$ cat config.mk
export PLATFORM = sky130hd
export DESIGN_NAME = poe_port_ctrl
export DESIGN_NICKNAME = d
export VERILOG_FILES = /design/src/rtl/poe_port_ctrl.sv
export SDC_FILE = /design/constraint.sdc
export NUM_CORES = 1
export LEC_CHECK = 0
export CAP_MARGIN = 5
export CORE_AREA = 3 3 53 55
export CTS_BUF_LIST = sky130_fd_sc_hd__clkbuf_16
export DETAILED_ROUTE_END_ITERATION = 12
export DIE_AREA = 0 0 56 58
export PLACE_DENSITY_LB_ADDON = 0.25
export SYNTH_ARGS = -nofsm -noshare
export SYNTH_HDL_FRONTEND = slang
export SYNTH_SLANG_ARGS = --single-unit
$ cat constraint.sdc
create_clock -name clk -period 1.6 [get_ports clk]
set_input_delay 0.24 -clock clk [delete_from_list [all_inputs] [get_ports clk]]
set_output_delay 0.24 -clock clk [all_outputs]
set_load 0.02 [all_outputs]
$ cat src/rtl/poe_port_ctrl.sv
module poe_port_ctrl #(
  parameter int CLS_W = 3
) (
  input  logic             clk,
  input  logic             rst_n,
  input  logic             auto_strap,
  input  logic             mode_wr,
  input  logic [1:0]       mode_wdata,
  input  logic             dcen_wr,
  input  logic             dcen_wdata,
  input  logic             pwr_on_req,
  input  logic             pwr_off_req,
  input  logic             det_req,
  input  logic             cls_req,
  input  logic             det_done,
  input  logic             det_good,
  input  logic             cls_done,
  input  logic [CLS_W-1:0] cls_code,
  input  logic             fault_start,
  input  logic             fault_cut,
  input  logic             unplug,
  output logic [1:0]       mode,
  output logic             dcen,
  output logic             det_start,
  output logic             cls_start,
  output logic             pwr_en,
  output logic             det_ok,
  output logic [CLS_W-1:0] cls_val,
  output logic             evt_det,
  output logic             evt_cls,
  output logic             evt_fault,
  output logic             evt_unplug
);
  localparam logic [1:0] M_SHUT = 2'b00, M_MAN = 2'b01, M_SEMI = 2'b10, M_AUTO = 2'b11;

  typedef enum logic [1:0] {S_IDLE, S_DET, S_CLS, S_PWR} st_t;
  st_t st, st_nx;

  logic fault, powered, drop, to_shut, in_shut, on_ok;

  assign fault   = fault_start | fault_cut;
  assign powered = (st == S_PWR);
  assign drop    = powered && (pwr_off_req || fault || (unplug && dcen));
  assign to_shut = mode_wr && (mode_wdata == M_SHUT);
  assign in_shut = (mode == M_SHUT) && !mode_wr;
  assign on_ok   = pwr_on_req && !pwr_off_req && ((mode == M_MAN) || det_ok);
  assign pwr_en  = powered;

  always_comb begin
    st_nx = st;
    if (in_shut)
      st_nx = S_IDLE;
    else if (mode_wr)
      st_nx = (powered && !drop && !to_shut) ? S_PWR : S_IDLE;
    else if (powered)
      st_nx = drop ? S_IDLE : S_PWR;
    else if (pwr_off_req)
      st_nx = S_IDLE;
    else if (on_ok)
      st_nx = S_PWR;
    else begin
      case (st)
        S_IDLE:
          if (mode == M_MAN) st_nx = det_req ? S_DET : (cls_req ? S_CLS : S_IDLE);
          else               st_nx = S_DET;
        S_DET:
          if (det_done) st_nx = (mode != M_MAN && det_good) ? S_CLS : S_IDLE;
        S_CLS:
          if (cls_done) st_nx = (mode == M_AUTO) ? S_PWR : S_IDLE;
        default: st_nx = S_IDLE;
      endcase
    end
  end

  always_ff @(posedge clk) begin
    if (!rst_n) begin
      st         <= S_IDLE;
      mode       <= auto_strap ? M_AUTO : M_SHUT;
      dcen       <= auto_strap;
      det_start  <= 1'b0;
      cls_start  <= 1'b0;
      det_ok     <= 1'b0;
      cls_val    <= '0;
      evt_det    <= 1'b0;
      evt_cls    <= 1'b0;
      evt_fault  <= 1'b0;
      evt_unplug <= 1'b0;
    end else begin
      st        <= st_nx;
      det_start <= (st_nx == S_DET) && (st != S_DET);
      cls_start <= (st_nx == S_CLS) && (st != S_CLS);
      if (mode_wr) mode <= mode_wdata;
      if (to_shut || in_shut) begin
        dcen       <= 1'b0;
        det_ok     <= 1'b0;
        cls_val    <= '0;
        evt_det    <= 1'b0;
        evt_cls    <= 1'b0;
        evt_fault  <= 1'b0;
        evt_unplug <= 1'b0;
      end else begin
        if (dcen_wr) dcen <= dcen_wdata;
        if (st == S_DET && det_done) begin
          det_ok  <= det_good;
          evt_det <= 1'b1;
        end
        if (st == S_CLS && cls_done) begin
          cls_val <= cls_code;
          evt_cls <= 1'b1;
        end
        if (powered && fault) evt_fault <= 1'b1;
        if (powered && unplug && dcen) evt_unplug <= 1'b1;
      end
    end
  end

  a_r7_shut_quiet: assert property (@(posedge clk) disable iff (!rst_n)
    (mode == M_SHUT) |-> (!pwr_en && !det_start && !cls_start));
  a_r8_fault_drop: assert property (@(posedge clk) disable iff (!rst_n)
    (pwr_en && fault) |=> !pwr_en);
  a_r9_unplug_drop: assert property (@(posedge clk) disable iff (!rst_n)
    (pwr_en && unplug && dcen) |=> !pwr_en);
  a_r10_off_wins: assert property (@(posedge clk) disable iff (!rst_n)
    pwr_off_req |=> !pwr_en);
  a_r3_one_det_strobe: assert property (@(posedge clk) disable iff (!rst_n)
    det_start |=> !det_start);
  a_r5_semi_needs_cmd: assert property (@(posedge clk) disable iff (!rst_n)
    (mode == M_SEMI && !pwr_en && !pwr_on_req) |=> !pwr_en);
endmodule

; Word level (Yosys, flattened, before mapping)
; Cells that the tools add are included.
[op_classes]
eq_ne = 12
bitwise_logic = 2
n_reduce_logical = 28
muxes = 21
[ops]
columns = cell, n
row1 = two-way mux 2 bit, 17
row2 = logical AND 1 bit, 16
row3 = "== test 2 bit, second input constant", 4
row4 = "== test 2 x 1 -> 1 bit, second input constant", 3
row5 = logical NOT 2 bit, 3
row6 = "!= test 2 x 1 -> 1 bit, second input constant", 3
row7 = case mux 2 bit (3 select lines), 1
row8 = logical NOT 1 bit, 4
row9 = logical OR 1 bit, 4
row10 = two-way mux 1 bit, 3
row11 = "!= test 3 x 1 -> 1 bit, second input constant", 1
row12 = "!= test 2 bit, second input constant", 1
row13 = OR reduction 2 bit, 1
row14 = inverter 1 bit, 1
row15 = bitwise OR 1 bit, 1
[totals]
out_inout_bits = 14
word_cells = 74
regBits = 15

; Longest topological paths before layout
[logic_depth]
ltp_word = 12
depth_mapped = 6
depth_no_buf = 5

; Worst setup path before layout
; OpenSTA, ideal clock, no wires.
[synth_timing]
path_type = flip-flop to flip-flop
start = register mode[0]
end = register dcen (enable)
slack_ns = -0.051
arrival_time_ns = 1.362
path_stages_with_launch = 4
synth_period_minus_slack_ns = 1.651
cell_sequence = edfxtp_1 o311ai_0 clkbuf_1 or2_2
[synth_between]
elab_chain_cells = 4
[synth_lines]
columns = element, line
row1 = from (decl), 22  ; output logic [1:0] mode,
row2 = from (signal assigned), 78  ; mode <= auto_strap ? M_AUTO : M_SHUT;
row3 = from (signal assigned), 92  ; if (mode_wr) mode <= mode_wdata;
row4 = logical NOT 2 bit, 45  ; assign in_shut = (mode == M_SHUT) && !mode_wr;
row5 = logical AND 1 bit, 45
row6 = logical OR 1 bit, 93  ; if (to_shut || in_shut) begin
row7 = != test 3 x 1 -> 1 bit (no line), --
row8 = to (signal assigned), 79  ; dcen <= auto_strap;
row9 = to (signal assigned), 102  ; if (dcen_wr) dcen <= dcen_wdata;
row10 = to (decl), 23  ; output logic dcen,
; Every way passes these cells.
; A chain may end at the register's enable or synchronous reset.

; Final worst setup path
[layout_timing]
start = register st[0]
end = output port pwr_en
[layout_between]
elab_chain_cells = 1
[layout_lines]
columns = element, line
row1 = from (decl), 37  ; st_t st, st_nx;
row2 = from (signal assigned), 89  ; st <= st_nx;
row3 = == test 2 bit, 42  ; assign powered = (st == S_PWR);
row4 = to (decl), 26  ; output logic pwr_en,
; Every way passes these cells.

==> reports/metrics.cfg <==
[outcome]
status=finished clean

[grt]
grt_max_degree=10
grt_pass1_wl_um=3290
overflow=0
grtUsageTotal=0.130
grt_pass1_vias=765
antenna_found_initial=0

[synth]
synth_edf_count=3
ys_seq_elements=15
synth_top_flop_cell=dfxtp_1
synthesis.nets=101
yosys-top-cells-count=12 x dfxtp_1, 10 x nand2_1, 10 x nor2_1
synth.yosys.seq_area_share=0.466
async_flop_share=0
avgSynthCellArea_sq_um=8.85
synth_warnings=0
yosys.area.top_type=dfxtp_1
yosys.area.top_type_share=0.339
synth.top_cells.by_area=dfxtp_1 34%, edfxtp_1 13%, nand2_1 5.3%, nor2_1 5.3%, mux2i_1 4.2%
yosysUniqueCellTypes=30
syn_inst=80
yosysMostFrequentCell=dfxtp_1
syn_area_sq_um=708

[critical_path]
worstPathCellList=and2_1 > dlygate4sd2_1
worstPathArrival_ns=1.28
reg2reg_depth=5
regToRegSetupSlack_ns=0.08
r2r-end=det_start
cpPeakStageDelay_ns=0.41
cp-start-kind=register
cp.required_ns=1.36
rr_startpoint=mode[0]
crit_slowest_cell=dfxtp_1
end_kind=primary output
cp_max_fo=7
worstSetupPathType=reg -> out

[floorplan]
start_util=0.291
die_x_um=56
fp-row-count=18
fp.dieH_um=58
core_sq_um=2430
dieArea_sq_um=3250
io_pins=35

[route]
first_pass_iters=3
routed_wl_um=1940
drt.antenna.violating_nets=0
remaining_drc_errors=0
viasPerCell=4.70
drtIter0Drc=22
vias=743
wl_per_cell_um=12.3

[layout]
final_util=0.521
area_delta_synth_final_pct=79.0
fillCellCount=237
fin_area_sq_um=1270
drive_above_1_share=0.188
antennaDiodeCount=0
num-nets-final=150

[pwr]
total_power_mw=1.10
vdd_drop_max_mv=0.442
power_density_nw_per_um2=868
p_leak_nw=0.525

[clocking]
h-tree-depth=1
clkTransAtPathRegs_ns=0.05
clk_latency_ns=0.25
hold_buffers=0
tritoncts=done
cts_root_buf=clkbuf_16
cts.sinks=15
cts_made_buffers=3
cts_buffer_depth=2

[min_path]
min_path_cells=2
holdCritPathClass=reg -> reg
hold_path_end=evt_cls
min_from=evt_cls

[sta]
relSlewSlack=0.814
finalSetupViolCount=0
fin_crit_sh=0.950
fmax_mhz=658
worst_pin_slew_ns=0.278
slew_viol_final=0
skew_ns=0.00217
finalCriticalPeriod_ns=1.52
holdWs_ns=0.443
hold_viol=0

[placed_design]
port_buffers=34
dpl_cell_area_sq_um=1150
hpwl_um=1540
place.gp.congestion=0.812

[run]
maxCapViolations=0

through the flow:
stage	cells	setup slack [ns]	TNS [ns]
3_5_place_dp	152	-0.0889	-0.106
4_1_cts	156	0.0772	0
5_1_grt	158	-0.000981	-0.000981
2_1_floorplan	80	0.0269	0
6_report	158	0.0805	0
3_3_place_gp	152	-0.0616	-0.0616
sequential cells by signal, indices dropped and copies added, names as in the netlist:
signal / count
evt_cls: 1
mode: 2
det_start: 1
cls_start: 1
dcen: 1
evt_det: 1
evt_unplug: 1
cls_val: 3
evt_fault: 1
st: 2
det_ok: 1
cell families (layout without fill, tap and decap cells):
kind of cell	Yosys count	count (layout)	synth area share
compound gates	17	17	0.159
mux	3	3	0.0424
buf+inv	8	56	0.0442
flops	15	15	0.466
simple gates	37	37	0.288
power by group:
| part | internal [mW] | switching, mW | leakage, nW |
|---|---|---|---|
| combinational | 0.113 | 0.0821 | 0.356 |
| sequential | 0.402 | 0.0112 | 0.128 |
| clock | 0.334 | 0.158 | 0.0409 |
timing repair:
item                                    in CTS  in global routing
endpoints found under the hold margin        0                  0
setup buffers                                0                  2
pin swaps                                    0                  5
endpoints found under the setup margin       3                  1
gates cloned                                 0                  0
resized for setup                            3                  4
metal layers:
| metal | up-vias | share of wire | wire (um) | GRT usage |
|---|---|---|---|---|
| li1 | 380 | - | - | - |
| met4 | 0 | 0.030 | 58 | 0.0915 |
| met3 | 5 | 0.059 | 115 | 0.0312 |
| met2 | 24 | 0.49 | 946 | 0.222 |
| met5 | - | 0 | 0 | 0 |
| met1 | 334 | 0.42 | 823 | 0.141 |
cell type report:
cell class	count	area (sq um)	area share
clock inverter	1	5.00	0.00395
multi-input combinational	57	370	0.292
timing repair buffer	46	427	0.337
clock buffer	3	75.1	0.0592
tap	30	37.5	0.0296
sequential	15	330	0.261
inverter	6	22.5	0.0178
how the worst max path moves through the flow:
stage / start / endpoint / slack [ns] / cells after the start
global route: mode[1] / cls_start / -0.001 / 5
finish: st[0] / pwr_en / 0.08 / 2
global placement: cls_done / det_start / -0.06 / 6
floorplan: mode[0] / dcen / 0.03 / 3
CTS: mode[0] / det_start / 0.08 / 5
detailed placement: pwr_off_req / det_start / -0.09 / 4
worst max-delay path, delay by kind of cell, from the launching register on:
kind	cells	cell delay, ns
flops	1	0.41
buf+inv	1	0.37
simple gates	1	0.26
placed cells by master (no fill, tap or decap), types with 3 or more instances in the layout:
master	netlist	final
buf_4	0	12
mux2i_1	3	3
nand2b_1	3	3
inv_1	6	6
dlygate4sd2_1	0	3
edfxtp_1	3	3
a21oi_1	4	4
clkdlybuf4s50_1	0	31
nand2_1	10	10
a31oi_1	3	3
dfxtp_1	12	12
o21ai_0	4	4
clkbuf_16	0	3
nor2_1	10	10
Power figures use the tool's default switching activity.
